==> config.mk <==
export PLATFORM = sky130hd
export DESIGN_NAME = ps2_host_port
export DESIGN_NICKNAME = d
export VERILOG_FILES = /design/src/rtl/ps2hp_pkg.sv /design/src/rtl/ps2hp_tick.sv /design/src/rtl/ps2hp_filter.sv /design/src/rtl/ps2hp_rx.sv /design/src/rtl/ps2hp_tx.sv /design/src/rtl/ps2_host_port.sv
export SDC_FILE = /design/constraint.sdc
export NUM_CORES = 1
export LEC_CHECK = 0
export BUFFER_PORTS_ARGS = -buffer_cell sky130_fd_sc_hd__buf_4
export CAP_MARGIN = 10
export CORE_MARGIN = 2
export CORE_UTILIZATION = 50
export CTS_CLUSTER_SIZE = 30
export DETAILED_ROUTE_END_ITERATION = 10
export PLACE_DENSITY = 0.8
export SKIP_CTS_REPAIR_TIMING = 1
export SLEW_MARGIN = 20
export SYNTH_ARGS = -nofsm -noshare
export SYNTH_HDL_FRONTEND = slang
export SYNTH_SLANG_ARGS = --single-unit
==> constraint.sdc <==
create_clock -name clk -period 2.72 [get_ports clk]
set_clock_uncertainty 0.15 [all_clocks]
set_input_delay 0 -clock clk [delete_from_list [all_inputs] [get_ports clk]]
set_output_delay 0 -clock clk [all_outputs]
set_load 0.05 [all_outputs]
==> src/rtl/ps2hp_pkg.sv <==
package ps2hp_pkg;
  localparam int DIV_W  = 4;
  localparam int DATA_W = 8;
  localparam int ADDR_W = 3;

  localparam logic [ADDR_W-1:0] A_CTRL = 3'd0;
  localparam logic [ADDR_W-1:0] A_STAT = 3'd1;
  localparam logic [ADDR_W-1:0] A_DATA = 3'd2;
  localparam logic [ADDR_W-1:0] A_DIV  = 3'd3;
  localparam logic [ADDR_W-1:0] A_IRQ  = 3'd4;

  // control bit positions (software decodes these)
  localparam int C_FCLK  = 0;
  localparam int C_FDAT  = 1;
  localparam int C_EN    = 2;
  localparam int C_TXIE  = 3;
  localparam int C_RXIE  = 4;
  localparam int C_NOACK = 5;
  localparam int CTRL_W  = 6;

  typedef enum logic [1:0] {TX_IDLE, TX_INHIBIT, TX_REQ, TX_SHIFT} tx_state_e;
endpackage

==> src/rtl/ps2hp_tick.sv <==
module ps2hp_tick
  import ps2hp_pkg::*;
(
  input  logic             clk,
  input  logic             rst_n,
  input  logic [DIV_W-1:0] div,
  output logic             tick
);
  logic [DIV_W-1:0] cnt;

  assign tick = (cnt >= div);

  always_ff @(posedge clk or negedge rst_n) begin
    if (!rst_n)    cnt <= '0;
    else if (tick) cnt <= '0;
    else           cnt <= cnt + 1'b1;
  end
endmodule

==> src/rtl/ps2hp_filter.sv <==
module ps2hp_filter #(
  parameter int FILT_LEN = 4
) (
  input  logic clk,
  input  logic rst_n,
  input  logic tick,
  input  logic line_in,
  output logic line_out
);
  localparam int CW = $clog2(FILT_LEN + 1);
  logic [1:0]    sync;
  logic [CW-1:0] cnt;

  always_ff @(posedge clk or negedge rst_n) begin
    if (!rst_n) begin
      sync     <= 2'b11;
      line_out <= 1'b1;
      cnt      <= '0;
    end else begin
      sync <= {sync[0], line_in};
      if (sync[1] == line_out) begin
        cnt <= '0;
      end else if (tick) begin
        if (cnt == CW'(FILT_LEN - 1)) begin
          line_out <= sync[1];
          cnt      <= '0;
        end else begin
          cnt <= cnt + 1'b1;
        end
      end
    end
  end
endmodule

==> src/rtl/ps2hp_rx.sv <==
module ps2hp_rx
  import ps2hp_pkg::*;
(
  input  logic              clk,
  input  logic              rst_n,
  input  logic              active,
  input  logic              fall,
  input  logic              line_data,
  output logic [DATA_W-1:0] rx_byte,
  output logic              rx_par,
  output logic              rx_done,
  output logic              rx_busy
);
  logic [3:0]      bitcnt;
  logic [DATA_W:0] shreg;   // parity at top, data below

  assign rx_busy = (bitcnt != 4'd0);

  always_ff @(posedge clk or negedge rst_n) begin
    if (!rst_n) begin
      bitcnt  <= '0;
      shreg   <= '0;
      rx_byte <= '0;
      rx_par  <= 1'b0;
      rx_done <= 1'b0;
    end else begin
      rx_done <= 1'b0;
      if (!active) begin
        bitcnt <= '0;
      end else if (fall) begin
        if (bitcnt == 4'd0) begin
          if (!line_data) bitcnt <= 4'd1;
        end else if (bitcnt == 4'd10) begin
          bitcnt  <= '0;
          rx_byte <= shreg[DATA_W-1:0];
          rx_par  <= shreg[DATA_W];
          rx_done <= line_data && (^shreg);
        end else begin
          shreg  <= {line_data, shreg[DATA_W:1]};
          bitcnt <= bitcnt + 1'b1;
        end
      end
    end
  end
endmodule

==> src/rtl/ps2hp_tx.sv <==
module ps2hp_tx
  import ps2hp_pkg::*;
#(
  parameter int INHIBIT_TICKS = 800
) (
  input  logic              clk,
  input  logic              rst_n,
  input  logic              active,
  input  logic              tick,
  input  logic              fall,
  input  logic              start,
  input  logic [DATA_W-1:0] byte_in,
  input  logic              no_ack,
  output logic              busy,
  output logic              clk_drv,
  output logic              data_drv
);
  localparam int CW = $clog2(INHIBIT_TICKS + 1);
  tx_state_e       state;
  logic [CW-1:0]   cnt;
  logic [3:0]      ecnt;
  logic [DATA_W+1:0] frame;  // {stop, parity, data}
  logic            dout;

  assign busy     = (state != TX_IDLE);
  assign clk_drv  = (state == TX_INHIBIT) || (state == TX_REQ);
  assign data_drv = (state == TX_REQ) || ((state == TX_SHIFT) && !dout);

  always_ff @(posedge clk or negedge rst_n) begin
    if (!rst_n) begin
      state <= TX_IDLE;
      cnt   <= '0;
      ecnt  <= '0;
      frame <= '0;
      dout  <= 1'b1;
    end else if (!active) begin
      state <= TX_IDLE;
      dout  <= 1'b1;
    end else begin
      case (state)
        TX_IDLE: if (start) begin
          frame <= {1'b1, ~^byte_in, byte_in};
          cnt   <= '0;
          state <= TX_INHIBIT;
        end
        TX_INHIBIT: if (tick) begin
          if (cnt == CW'(INHIBIT_TICKS - 1)) state <= TX_REQ;
          else                               cnt   <= cnt + 1'b1;
        end
        TX_REQ: if (tick) begin
          state <= TX_SHIFT;
          ecnt  <= '0;
          dout  <= 1'b0;
        end
        TX_SHIFT: if (fall) begin
          ecnt <= ecnt + 1'b1;
          if (ecnt < 4'd10) dout <= frame[ecnt];
          if ((ecnt == 4'd9 && no_ack) || ecnt == 4'd10) begin
            state <= TX_IDLE;
            dout  <= 1'b1;
          end
        end
        default: state <= TX_IDLE;
      endcase
    end
  end
endmodule

==> src/rtl/ps2_host_port.sv <==
module ps2_host_port
  import ps2hp_pkg::*;
#(
  parameter int FILT_LEN      = 4,
  parameter int INHIBIT_TICKS = 800
) (
  input  logic              clk,
  input  logic              rst_n,
  input  logic              reg_en,
  input  logic              reg_wr,
  input  logic [ADDR_W-1:0] reg_addr,
  input  logic [DATA_W-1:0] reg_wdata,
  output logic [DATA_W-1:0] reg_rdata,
  input  logic              ps2_clk_i,
  input  logic              ps2_data_i,
  output logic              ps2_clk_oe,
  output logic              ps2_data_oe,
  output logic              irq_rx,
  output logic              irq_tx
);
  logic [CTRL_W-1:0] ctrl_q;
  logic [DIV_W-1:0]  div_q;
  logic [DATA_W-1:0] rx_data_q;
  logic              rx_full_q, rx_par_q, clk_prev;
  logic              tick, fall, en;
  logic [1:0]        line_raw, line_f;   // [1] clock, [0] data
  logic [DATA_W-1:0] rx_byte;
  logic              rx_par, rx_done, rx_busy;
  logic              tx_busy, tx_clk_drv, tx_data_drv, tx_start;
  logic              wr_ctrl, wr_div, wr_data, rd_data;
  logic              unused_wbits;

  assign unused_wbits = ^reg_wdata[DATA_W-1:CTRL_W];
  assign en       = ctrl_q[C_EN];
  assign line_raw = {ps2_clk_i, ps2_data_i};
  assign fall     = clk_prev && !line_f[1];
  assign wr_ctrl  = reg_en && reg_wr && (reg_addr == A_CTRL);
  assign wr_div   = reg_en && reg_wr && (reg_addr == A_DIV);
  assign wr_data  = reg_en && reg_wr && (reg_addr == A_DATA);
  assign rd_data  = reg_en && !reg_wr && (reg_addr == A_DATA);
  assign tx_start = wr_data && en && !tx_busy;

  ps2hp_tick tick_i (.clk(clk), .rst_n(rst_n), .div(div_q), .tick(tick));

  for (genvar g = 0; g < 2; g++) begin : g_line
    ps2hp_filter #(.FILT_LEN(FILT_LEN)) filt_i (
      .clk(clk), .rst_n(rst_n), .tick(tick),
      .line_in(line_raw[g]), .line_out(line_f[g]));
  end

  ps2hp_rx rx_i (
    .clk(clk), .rst_n(rst_n), .active(en && !tx_busy), .fall(fall),
    .line_data(line_f[0]), .rx_byte(rx_byte), .rx_par(rx_par),
    .rx_done(rx_done), .rx_busy(rx_busy));

  ps2hp_tx #(.INHIBIT_TICKS(INHIBIT_TICKS)) tx_i (
    .clk(clk), .rst_n(rst_n), .active(en), .tick(tick), .fall(fall),
    .start(tx_start), .byte_in(reg_wdata), .no_ack(ctrl_q[C_NOACK]),
    .busy(tx_busy), .clk_drv(tx_clk_drv), .data_drv(tx_data_drv));

  always_ff @(posedge clk or negedge rst_n) begin
    if (!rst_n) begin
      ctrl_q    <= '0;
      div_q     <= '0;
      rx_data_q <= '0;
      rx_full_q <= 1'b0;
      rx_par_q  <= 1'b0;
      clk_prev  <= 1'b1;
    end else begin
      clk_prev <= line_f[1];
      if (wr_ctrl) ctrl_q <= reg_wdata[CTRL_W-1:0];
      if (wr_div)  div_q  <= reg_wdata[DIV_W-1:0];
      if (rx_done && !rx_full_q) begin
        rx_data_q <= rx_byte;
        rx_par_q  <= rx_par;
        rx_full_q <= 1'b1;
      end else if (rd_data) begin
        rx_full_q <= 1'b0;
      end
    end
  end

  assign ps2_clk_oe  = ctrl_q[C_FCLK] || tx_clk_drv;
  assign ps2_data_oe = ctrl_q[C_FDAT] || tx_data_drv;
  assign irq_rx      = rx_full_q && ctrl_q[C_RXIE];
  assign irq_tx      = !tx_busy && ctrl_q[C_TXIE];

  always_comb begin
    case (reg_addr)
      A_CTRL:  reg_rdata = {{(DATA_W-CTRL_W){1'b0}}, ctrl_q};
      A_STAT:  reg_rdata = {1'b0, !tx_busy, tx_busy, rx_full_q, rx_busy,
                            rx_par_q, line_f[1], line_f[0]};
      A_DATA:  reg_rdata = rx_data_q;
      A_DIV:   reg_rdata = {{(DATA_W-DIV_W){1'b0}}, div_q};
      A_IRQ:   reg_rdata = {6'b0, irq_tx, irq_rx};
      default: reg_rdata = '0;
    endcase
  end
endmodule

# ---- Word-level counts from Yosys, hierarchy flattened
# Cells that the tools add are included.
dict set report totals {
  elab_cells 156
  regBits 87
}
dict set report op_classes {
  reduce_logical 48
  bitwise 4
  order_cmp 3
  n_addsub 6
  n_mux 42
  eq_ne 30
}
# op count
set ops {}
lappend ops {{one-hot mux 8 bit (5 select lines)} 1}
lappend ops {{2-to-1 mux 4 bit} 8}
lappend ops {{2-to-1 mux 10 bit} 3}
lappend ops {{one-hot mux 10 bit (2 select lines)} 1}
lappend ops {{2-to-1 mux 3 bit} 6}
lappend ops {{!= test 3 bit (second input constant)} 6}
lappend ops {{logical AND 1 bit} 16}
lappend ops {{AND reduction 4 bit} 4}
lappend ops {{2-to-1 mux 2 bit} 7}
lappend ops {{adder 4 x 1 -> 4 bit (second input constant)} 3}
lappend ops {{equality test 3 x 2 -> 1 bit (second input constant)} 4}
lappend ops {{equality test 4 bit (second input constant)} 3}
lappend ops {{2-to-1 mux 1 bit} 12}
lappend ops {{nonzero test 2 bit} 6}
lappend ops {{adder 10 x 1 -> 10 bit (second input constant)} 1}
lappend ops {{equality test 10 bit (second input constant)} 1}
lappend ops {{!= test 2 bit (second input constant)} 5}
lappend ops {{AND reduction 3 bit} 3}
lappend ops {{parity 9 bit} 1}
lappend ops {{one-hot mux 2 bit (4 select lines)} 1}
lappend ops {{one-hot mux 4 bit (2 select lines)} 1}
lappend ops {{XNOR reduction 8 bit} 1}
lappend ops {{adder 3 x 1 -> 3 bit (second input constant)} 2}
lappend ops {{AND reduction 6 bit} 1}
lappend ops {{23 further kinds} 36}

# ---- Longest topological paths before layout
# Gate-level depths: netlist of the first run.
dict set report logic_depth {
  depth_word 7
  mapped_depth 9
}

# ---- Modules after synthesis
# From an unflattened synthesis of the first run, not the netlist that was laid out.
dict set report hier_totals {
  cells_unflattened 394
  hier_area_um2 4623.2
}
# mod instances cells_each seq_area_each_um2 area_per_inst_um2
set by_module_without_submodules {}
lappend by_module_without_submodules {ps2hp_tx 1 156 676.9 1615.3}
lappend by_module_without_submodules {ps2_host_port 1 89 526.8 1129.8}
lappend by_module_without_submodules {ps2hp_rx 1 82 575.6 1089.8}
lappend by_module_without_submodules {ps2hp_tick 1 27 100.1 284.0}
lappend by_module_without_submodules {{ps2hp_filter at g_line[1].filt_i} 1 20 153.9 254.0}
lappend by_module_without_submodules {{ps2hp_filter at g_line[0].filt_i} 1 20 153.9 250.2}

# ---- Least setup slack after synthesis of the first run
# Ideal clock, no wire load.
dict set report synth_path {
  path_type {register to register}
  start {register tick_i.cnt[0]}
  end {register tx_i.cnt[3]}
  required_time_ns 2.448
  path_stages_with_launch 9
  synth_period_minus_slack_ns 2.188
  setup_time_ns 0.122
  path_buffers 1
  path_slack_ns 0.532
  t_arrival_ns 1.916
  cell_sequence {dfrtp_1 inv_1 ha_1 nand2b_1 a2111oi_4 or2_1 buf_6 or4_4 mux2i_1}
}
dict set report synth_between {
  elab_chain_cells 3
}
# item line
set synth_rtl {}
lappend synth_rtl {{start: declaration} ps2hp_tick.sv:9} ;# logic [DIV_W-1:0] cnt;
lappend synth_rtl {{start signal: assignment} ps2hp_tick.sv:16} ;# else cnt <= cnt + 1'b1;
lappend synth_rtl {{>= comparator 4 bit} ps2hp_tick.sv:11} ;# assign tick = (cnt >= div);
lappend synth_rtl {{!= test 2 bit (no line)} --}
lappend synth_rtl {{AND reduction 5 bit (no line)} --}
lappend synth_rtl {{end signal: assignment} ps2hp_tx.sv:48} ;# else cnt <= cnt + 1'b1;
lappend synth_rtl {{end: declaration} ps2hp_tx.sv:20} ;# logic [CW-1:0] cnt;
# Every way passes these cells.
# A chain may end at the register's enable or synchronous reset.

# ---- Worst setup path in the final report of the first run
dict set report layout_path {
  start {register rx_i.bitcnt[0]}
  end {output reg_rdata[3]}
}
dict set report layout_between {
  elab_chain_cells 2
}
# item line
set layout_rtl {}
lappend layout_rtl {{start: declaration} ps2hp_rx.sv:14} ;# logic [3:0] bitcnt;
lappend layout_rtl {{start signal: assignment} ps2hp_rx.sv:40} ;# bitcnt <= bitcnt + 1'b1;
lappend layout_rtl {{nonzero test 4 bit} ps2hp_rx.sv:17} ;# assign rx_busy = (bitcnt != 4'd0);
lappend layout_rtl {{one-hot mux 8 bit (5 select lines)} ps2_host_port.sv:89} ;# case (reg_addr)
lappend layout_rtl {{end: declaration} ps2_host_port.sv:13} ;# output logic [DATA_W-1:0] reg_rdata,
# Every way passes these cells.

==> metrics.md, run 1 <==
| Metric | Value |
|---|---|
| Status | complete, no violations |
| Num CTS Buffers | 9 |
| Sequential fraction of the synthesis area | 47.4% |
| CTS tree | done |
| Hold_ws | 91.7 ps |
| Slew margin rel. | 42.3% |
| LEAKAGE | 2.40 nW |
| Area grow syn2layout | 14.3% |
| Sw Ratio | 33.5% |
| Power Density | 664 mW/mm2 |
| Met1 Resource Use GR | 27.7% |
| FF+latch count, synth | 87 |
| Final min period | 2470 ps |
| Syn_area_per_cell | 11.1 um2 |
| CTS Buffer Depth | 2 |
| Fin nets | 491 |
| Vias post-DR | 3329 |
| CP startpoint kind | flop |
| Dpl ws | 310 ps |
| Critical path arrival | 2320 ps |
| Commonest non-fill, non-tap cell in the layout | dfrtp_1 |
| RSZ-0062 raised after global routing | no |
| Final setup fails | 0 |
| Chip width | 100 um |
| Synthesized instance count | 417 |
| I/O Buffers | 28 |
| DR vias/cell | 5.81 |
| Req. time, crit path | 2570 ps |
| Die area | 0.0100 mm2 |
| P_int | 2.33 mW |
| Core Area | 0.00911 mm2 |
| Max FO, Critical Path | 5 |
| Post-synth EDFFs | 0 |
| Flop pwr share | 45.4% |
| Grt ovf | 0 |
| Synth Net Count | 451 |
| Initial antenna violation count | 0 |
| Cell variety after synth | 57 |
| Final Max Tran Viols | 0 |
| DR WL/cell | 17.1 um |
| First-pass GRT wire length | 16.2 mm |
| Clk sinks | 87 |
| Max Cap Viol | 0 |
| Ys async rst share | 100% |
| Share of cells above drive strength 1 | 25.5% |
| CTS clk-pin slew, worst paths | 90 ps |
| Ys Warns | 0 |
| DR DRC count | 0 |
| Final Hold Fails | 0 |
| Most frequent cells in the layout | dfrtp_1, mux2_2, nand2_1 |
| Vias in the first global route | 3299 |
| DR iter-0 viols | 246 |
| CP Capture Type | output port |
| Pre-Repair DR Iteration Count | 5 |
| Setup TNS | 0 ps |
| H-tree levels | 3 |
| Chip height | 100 um |
| ANT nets after route | 0 |
| Comb pwr share | 27.3% |
| Layer carrying the most global-route usage | met2 |
| Cell area after synthesis | 0.00461 mm2 |
| Switching power total | 1.17 mW |
| DP Wirelength | 7.02 mm |
| Crit Path Class | flop to output port |
| Non-filler cells, final | 573 |
| Fmax | 0.405 GHz |
| Reg2reg setup slack | 310 ps |
| Placed cell count | 544 |
| Clk Latency, worst-skew pair | 350 ps |
| Clock Tree Root | clkbuf_8 |
| Final WS setup | 248 ps |
| Final wirelength | 9.81 mm |
| Tcrit/Tclk final | 90.9% |
| Peak supply drop | 0.353 mV |
| RePlAce Congestion | 0.893 |
| Hold/Removal Path Class | input pin to async pin |
| # IOs | 29 |
| Worst-margin pin slew | 863 ps |
| Most used flip-flop cell after synthesis | dfrtp_1 |
| Initial Utilization | 50.6% |
| Met2 GRT Util | 33.9% |
| Pin count of the biggest net entering global routing | 88 |
| Met3 usage | 3.13% |
| Antenna fix cells | 0 |
| Clock power share | 27.3% |
| Row cnt | 35 |
| Gr usage total | 20.5% |
[routing by layer]
metal	share of wire (%)	vias up	wire length, um
met5	0	-	0
met4	2.4	0	232
met3	4.8	22	466
met2	49	100	4780
met1	44	1642	4330
li1	-	1565	-
[path summary, 6_finish.rpt]
path,depth (start not counted),end,start
worst min register to register,0,g_line[1].filt_i.sync[1],g_line[1].filt_i.sync[0]
worst max register to register,7,tx_i.cnt[3],tick_i.cnt[0]
worst min-delay path,2,tx_i.cnt[3],rst_n
worst max-delay path,7,reg_rdata[3],rx_i.bitcnt[0]
min in group clk,4,tx_i.cnt[9],reg_en
max in group asynchronous,2,rx_i.shreg[8],rst_n
[area by class of cell]
| class | count | area, um2 |
|---|---|---|
| multi-input combinational | 298 | 2300 |
| timing repair buffer | 45 | 374 |
| clock buffer | 11 | 151 |
| clock inverter | 5 | 63.8 |
| fill | 737 | 3840 |
| tap | 111 | 139 |
| sequential | 87 | 2190 |
| inverter | 16 | 60.1 |
[worst max-delay path: stages, from the launching register on]
cell,delay [ps]
dfrtp_1,450
inv_1,130
ha_1,190
nand2b_1,70
or2_2,310
mux4_2,490
nor2b_1,150
buf_4,190
[cell families (layout without fill, tap and decap cells)]
kind of cell    count (synthesis)  in the layout  synth area share [%]
compound gates                 59             59                  8.68
fa+ha+maj                      17             17                  4.61
mux                            61             61                  15.8
xor+xnor                       19             19                  3.61
simple gates                  142            142                  17.1
flops                          87             87                  47.4
buf+inv                        32             77                  2.79
[metrics by stage]
step	util [%]	power [mW]	instance area (um2)
after floorplan	-	2.27	4610
after global placement	54.1	2.49	4920
after detailed placement	54.1	2.54	4920
after CTS	56.4	3.49	5140
after global routing	57.9	3.69	5270
final	57.9	3.50	5270
[power groups by stage]
stage	registers (mW)	logic, mW	clock network, mW
global route	1.61	1.06	1.03
floorplan	1.57	0.703	0
detailed placement	1.61	0.933	0
CTS	1.59	0.937	0.968
finish	1.59	0.956	0.956
global placement	1.60	0.888	0
[state kept, by name, summed over array words and instances (netlist names)]
name,count
rx_i.shreg,9
rx_par_q,1
g_line.filt_i.cnt,6
rx_i.rx_done,1
g_line.filt_i.sync,4
tx_i.dout,1
rx_full_q,1
tx_i.state,2
rx_i.rx_byte,8
g_line.filt_i.line_out,2
rx_i.bitcnt,4
clk_prev,1
tx_i.cnt,10
tx_i.ecnt,4
tx_i.frame,10
ctrl_q,6
rx_data_q,8
rx_i.rx_par,1
div_q,4
tick_i.cnt,4
[Yosys cell counts (2+ instances only)]
cell / instances / area share [%]
a21o_1: 4 / 0.65
a21oi_1: 13 / 1.4
a22o_1: 3 / 0.57
a31oi_1: 3 / 0.41
and2_1: 3 / 0.41
and3_1: 5 / 0.68
clkbuf_1: 13 / 1.1
dfrtp_1: 79 / 43
dfstp_2: 8 / 4.6
ha_1: 17 / 4.6
inv_1: 16 / 1.3
mux2_2: 46 / 11
mux2i_1: 10 / 2.2
mux4_2: 5 / 2.4
nand2_1: 33 / 2.7
nand2b_1: 15 / 2.0
nand3_1: 13 / 1.4
nand3b_1: 4 / 0.65
nand4_1: 5 / 0.68
nand4b_1: 2 / 0.38
nor2_1: 24 / 2.0
nor2b_1: 8 / 1.1
nor3_1: 3 / 0.33
nor3b_1: 2 / 0.33
nor4_1: 5 / 0.68
o211ai_1: 4 / 0.65
o21a_1: 2 / 0.33
o21ai_0: 15 / 1.6
o31ai_1: 5 / 0.81
or2_1: 2 / 0.27
or2_2: 3 / 0.41
or3_1: 2 / 0.27
or4_1: 3 / 0.49
or4b_1: 2 / 0.43
xnor2_1: 16 / 3.0
xor2_1: 3 / 0.57
Power figures use the tool's default switching activity.
==> run 2, diff against run 1 <==
- CORE_ASPECT_RATIO: unset -> 0.8
==> metrics.md, run 2 (same netlist as run 1, synthesis figures left out) <==
| Metric | Value |
|---|---|
| Status | complete, no violations |
| RSZ-0062 raised after global routing | no |
| Vias in the first global route | 3269 |
| Critical path arrival | 2550 ps |
| Area grow syn2layout | 16.5% |
| Clk Latency, worst-skew pair | 340 ps |
| RePlAce Congestion | 0.866 |
| Setup TNS | 0 ps |
| DR DRC count | 0 |
| Final Hold Fails | 0 |
| Hold/Removal Path Class | input pin to async pin |
| Row cnt | 31 |
| Most frequent cells in the layout | dfrtp_1, mux2_2, nand2_1 |
| Vias post-DR | 3349 |
| Num CTS Buffers | 9 |
| CTS Buffer Depth | 2 |
| CP Capture Type | flop |
| Pin count of the biggest net entering global routing | 88 |
| Fin nets | 492 |
| Initial Utilization | 51.3% |
| Clock power share | 32.5% |
| Fmax | 0.405 GHz |
| H-tree levels | 3 |
| Share of cells above drive strength 1 | 25.3% |
| Initial antenna violation count | 0 |
| Slew margin rel. | 47.1% |
| Grt ovf | 0 |
| Peak supply drop | 0.401 mV |
| Crit Path Class | flop to flop |
| Max Cap Viol | 0 |
| Clock Tree Root | clkbuf_16 |
| Die area | 0.0100 mm2 |
| CTS tree | done |
| Max FO, Critical Path | 9 |
| Worst-margin pin slew | 794 ps |
| DR iter-0 viols | 203 |
| # IOs | 29 |
| P_int | 2.59 mW |
| Gr usage total | 20.7% |
| First-pass GRT wire length | 16.4 mm |
| LEAKAGE | 2.44 nW |
| ANT nets after route | 0 |
| Top Registers | tx_i.cnt: 10 flops, tx_i.frame: 10 flops, rx_i.shreg: 9 flops |
| Final Util | 59.7% |
| DR WL/cell | 17.2 um |
| Final wirelength | 9.97 mm |
| I/O Buffers | 28 |
| Flop pwr share | 42.1% |
| Power Density | 706 mW/mm2 |
| Chip width | 111 um |
| Req. time, crit path | 2800 ps |
| DR vias/cell | 5.79 |
| CTS clk-pin slew, worst paths | 60 ps |
| Antenna fix cells | 0 |
| Sw Ratio | 31.8% |
| Final min period | 2470 ps |
| CP startpoint kind | flop |
| Clk sinks | 87 |
| Final Max Tran Viols | 0 |
| Tcrit/Tclk final | 90.7% |
| Final setup fails | 0 |
| DP Wirelength | 7.18 mm |
| Final WS setup | 252 ps |
| Switching power total | 1.21 mW |
| Comb pwr share | 25.4% |
| Pre-Repair DR Iteration Count | 5 |
| Commonest non-fill, non-tap cell in the layout | dfrtp_1 |
| Chip height | 89.9 um |
| Dpl ws | 303 ps |
| Core Area | 0.00900 mm2 |
## run 2: per-stage QoR
step | hold slack (ps) | cell area [um2] | total power [mW] | instances
5_1_grt | 146 | 5370 | 4.00 | 578
2_1_floorplan | -446 | 4610 | 2.27 | 417
3_3_place_gp | -39.9 | 4930 | 2.49 | 548
4_1_cts | -391 | 5230 | 3.80 | 564
3_5_place_dp | -40.5 | 4930 | 2.56 | 548
6_report | 76.1 | 5370 | 3.79 | 578
## run 2: cell type report
class / instances / area [um2]
Fill cell: 713 / 3620
Multi-Input combinational cell: 298 / 2300
Sequential cell: 87 / 2190
Timing Repair Buffer: 46 / 384
Clock buffer: 11 / 243
Tap cell: 115 / 144
Inverter: 16 / 60.1
Clock inverter: 5 / 58.8
## run 2: power by group through the flow
stage | clock (mW) | sequential [mW] | combinational, mW
floorplan | 0 | 1.57 | 0.703
global placement | 0 | 1.60 | 0.891
detailed placement | 0 | 1.62 | 0.937
CTS | 1.26 | 1.60 | 0.944
global route | 1.31 | 1.62 | 1.07
finish | 1.23 | 1.60 | 0.962
## run 2: critical path, cell delays in order, from the launching register on
cell     delay [ps]
dfrtp_1         420
inv_1            90
ha_1            300
nand2_1         310
or4_1           710
a41o_1          280
o21a_1          100
## run 2: per-layer routing
metal	up-vias	track usage [%]	wire length (um)
li1	1569	-	-
met1	1683	27.5	4390
met2	79	33.2	4820
met3	18	6.27	543
met4	0	6.07	210
met5	-	0	0
## run 2: path summary, 6_finish.rpt
kind                                                from                       end  depth (start not counted)  slack (ps)
worst max-delay path                       tx_i.state[0]               tx_i.cnt[4]                          6         250
worst min-delay path                               rst_n               tx_i.cnt[0]                          2          80
worst max register to register             tx_i.state[0]               tx_i.cnt[4]                          6         250
worst min register to register  g_line[0].filt_i.sync[0]  g_line[0].filt_i.sync[1]                          0         210
max in group asynchronous                          rst_n              rx_data_q[2]                          2        1740
min in group clk                             reg_addr[0]                  div_q[1]                          4         110
==> run 3, diff against run 2 <==
- CORE_UTILIZATION: 50 -> 43
- PLACE_DENSITY: 0.8 -> 0.72
==> metrics.md, run 3 (same netlist as run 1, synthesis figures left out) <==
| Metric | Value |
|---|---|
| Status | complete, no violations |
| Share of cells above drive strength 1 | 26.0% |
| Setup TNS | 0 ps |
| DR iter-0 viols | 242 |
| Tcrit/Tclk final | 90.5% |
| Critical path cell sequence | inv_1 -> ha_1 -> nand2b_1 -> or2_2 -> mux4_2 -> nor2b_1 -> buf_4 |
| Clock Tree Root | clkbuf_16 |
| Commonest non-fill, non-tap cell in the layout | dfrtp_1 |
| Fmax | 0.406 GHz |
| I/O Buffers | 28 |
| DR vias/cell | 5.31 |
| Final Hold Fails | 0 |
| CTS Buffer Depth | 2 |
| Initial antenna violation count | 0 |
| RSZ-0062 raised after global routing | no |
| Post-Layout Inst Area | 0.00541 mm2 |
| DR WL/cell | 16.4 um |
| R2R Path End | tx_i.cnt[4] |
| Antenna fix cells | 0 |
| Top Registers | tx_i.cnt: 10 flops, tx_i.frame: 10 flops, rx_i.shreg: 9 flops |
| Pin count of the biggest net entering global routing | 88 |
| DP Area | 0.00498 mm2 |
| Gr usage total | 18.3% |
| DR DRC count | 0 |
| Area grow syn2layout | 17.3% |
| CP startpoint kind | flop |
| Most frequent cells in the layout | dfrtp_1, mux2_2, buf_4 |
| Reg2reg setup slack | 270 ps |
| Final Max Tran Viols | 0 |
| Worst r2r path cells | 6 |
| CTS tree | done |
| Max Cap Viol | 0 |
| Vias post-DR | 3219 |
| R2R Path Start | tx_i.state[0] |
| Critical path arrival | 2310 ps |
| Power Density | 693 mW/mm2 |
| Final min period | 2460 ps |
| Final setup fails | 0 |
| LEAKAGE | 2.46 nW |
| Max FO, Critical Path | 5 |
| Row cnt | 33 |
| Crit Path Class | flop to output port |
| Slew margin rel. | 46.5% |
| Placed cell count | 576 |
| Grt ovf | 0 |
| # IOs | 29 |
| Layout fillers | 901 |
| H-tree levels | 3 |
| Req. time, crit path | 2570 ps |
| Fin nets | 495 |
| Crit-path slowest cell | mux4_2 |
| Clk Latency, worst-skew pair | 340 ps |
| Multi-input gate area | 0.00230 mm2 |
| RePlAce Congestion | 0.842 |
| Worst-margin pin slew | 802 ps |
| Core Area | 0.0104 mm2 |
| Die area | 0.0116 mm2 |
| First-pass GRT wire length | 16.7 mm |
| Vias in the first global route | 3249 |
| CP peak stage delay | 490 ps |
| Initial Utilization | 44.5% |
| Chip height | 96.6 um |
| Non-filler cells, final | 606 |
| CP Capture Type | output port |
| Num CTS Buffers | 9 |
| Pre-Repair DR Iteration Count | 4 |
| Hold/Removal Path Class | input pin to async pin |
| DP Wirelength | 7.08 mm |
| CTS clk-pin slew, worst paths | 60 ps |
| Final Util | 52.2% |
| Chip width | 120 um |
| Final wirelength | 9.95 mm |
| ANT nets after route | 0 |
| Peak supply drop | 0.361 mV |
| Clk sinks | 87 |
| Reg area | 0.00219 mm2 |
-- run 3: power by group --
part / switching, mW / internal (mW) / total (mW)
Combinational: 0.578 / 0.404 / 0.982
Clock: 0.536 / 0.639 / 1.18
Sequential: 0.133 / 1.46 / 1.59
-- run 3: per-stage QoR --
| step | worst slack [ps] | power, mW | hold WS (ps) |
|---|---|---|---|
| 6_report | 257 | 3.75 | 101 |
| 5_1_grt | 33.0 | 3.98 | 137 |
| 4_1_cts | 282 | 3.76 | -398 |
| 3_5_place_dp | 310 | 2.55 | -40.5 |
| 3_3_place_gp | 396 | 2.51 | -40.4 |
| 2_1_floorplan | 532 | 2.27 | -446 |
-- run 3: worst max-delay path by stage --
stage                          to  slack, ps  cells past startpoint      startpoint
floorplan             tx_i.cnt[3]        530                      8   tick_i.cnt[0]
global placement      tx_i.cnt[4]        400                      6   tx_i.state[0]
detailed placement    tx_i.cnt[4]        310                      6   tx_i.state[0]
CTS                  reg_rdata[3]        280                      7  rx_i.bitcnt[0]
global route        rx_i.shreg[3]         30                      6   tx_i.state[0]
finish               reg_rdata[3]        260                      7  rx_i.bitcnt[0]
-- run 3: worst max-delay path: cells and delay by family, from the launching register on --
family | cells | cell delay [ps]
adders and majority gates | 1 | 180
buffers and inverters | 2 | 320
and+or+nand+nor | 3 | 550
muxes | 1 | 490
DFF | 1 | 440
-- run 3: layout make-up --
class                   instances  area share, %
clock buffers                   9           4.16
clock inverters                 7           1.13
inverters                      16           1.11
multi-input cells             298           42.4
flip-flops and latches         87           40.4
well taps                     140           3.24
repair buffers                 49           7.51
-- run 3: per-layer routing --
layer	track usage (%)	share of wire, %	vias up	wire, um
li1	-	-	1569	-
met1	24.8	47	1595	4630
met2	29.5	50	48	4930
met3	4.66	3.1	7	310
met4	4.62	0.81	0	81
met5	0	0	-	0
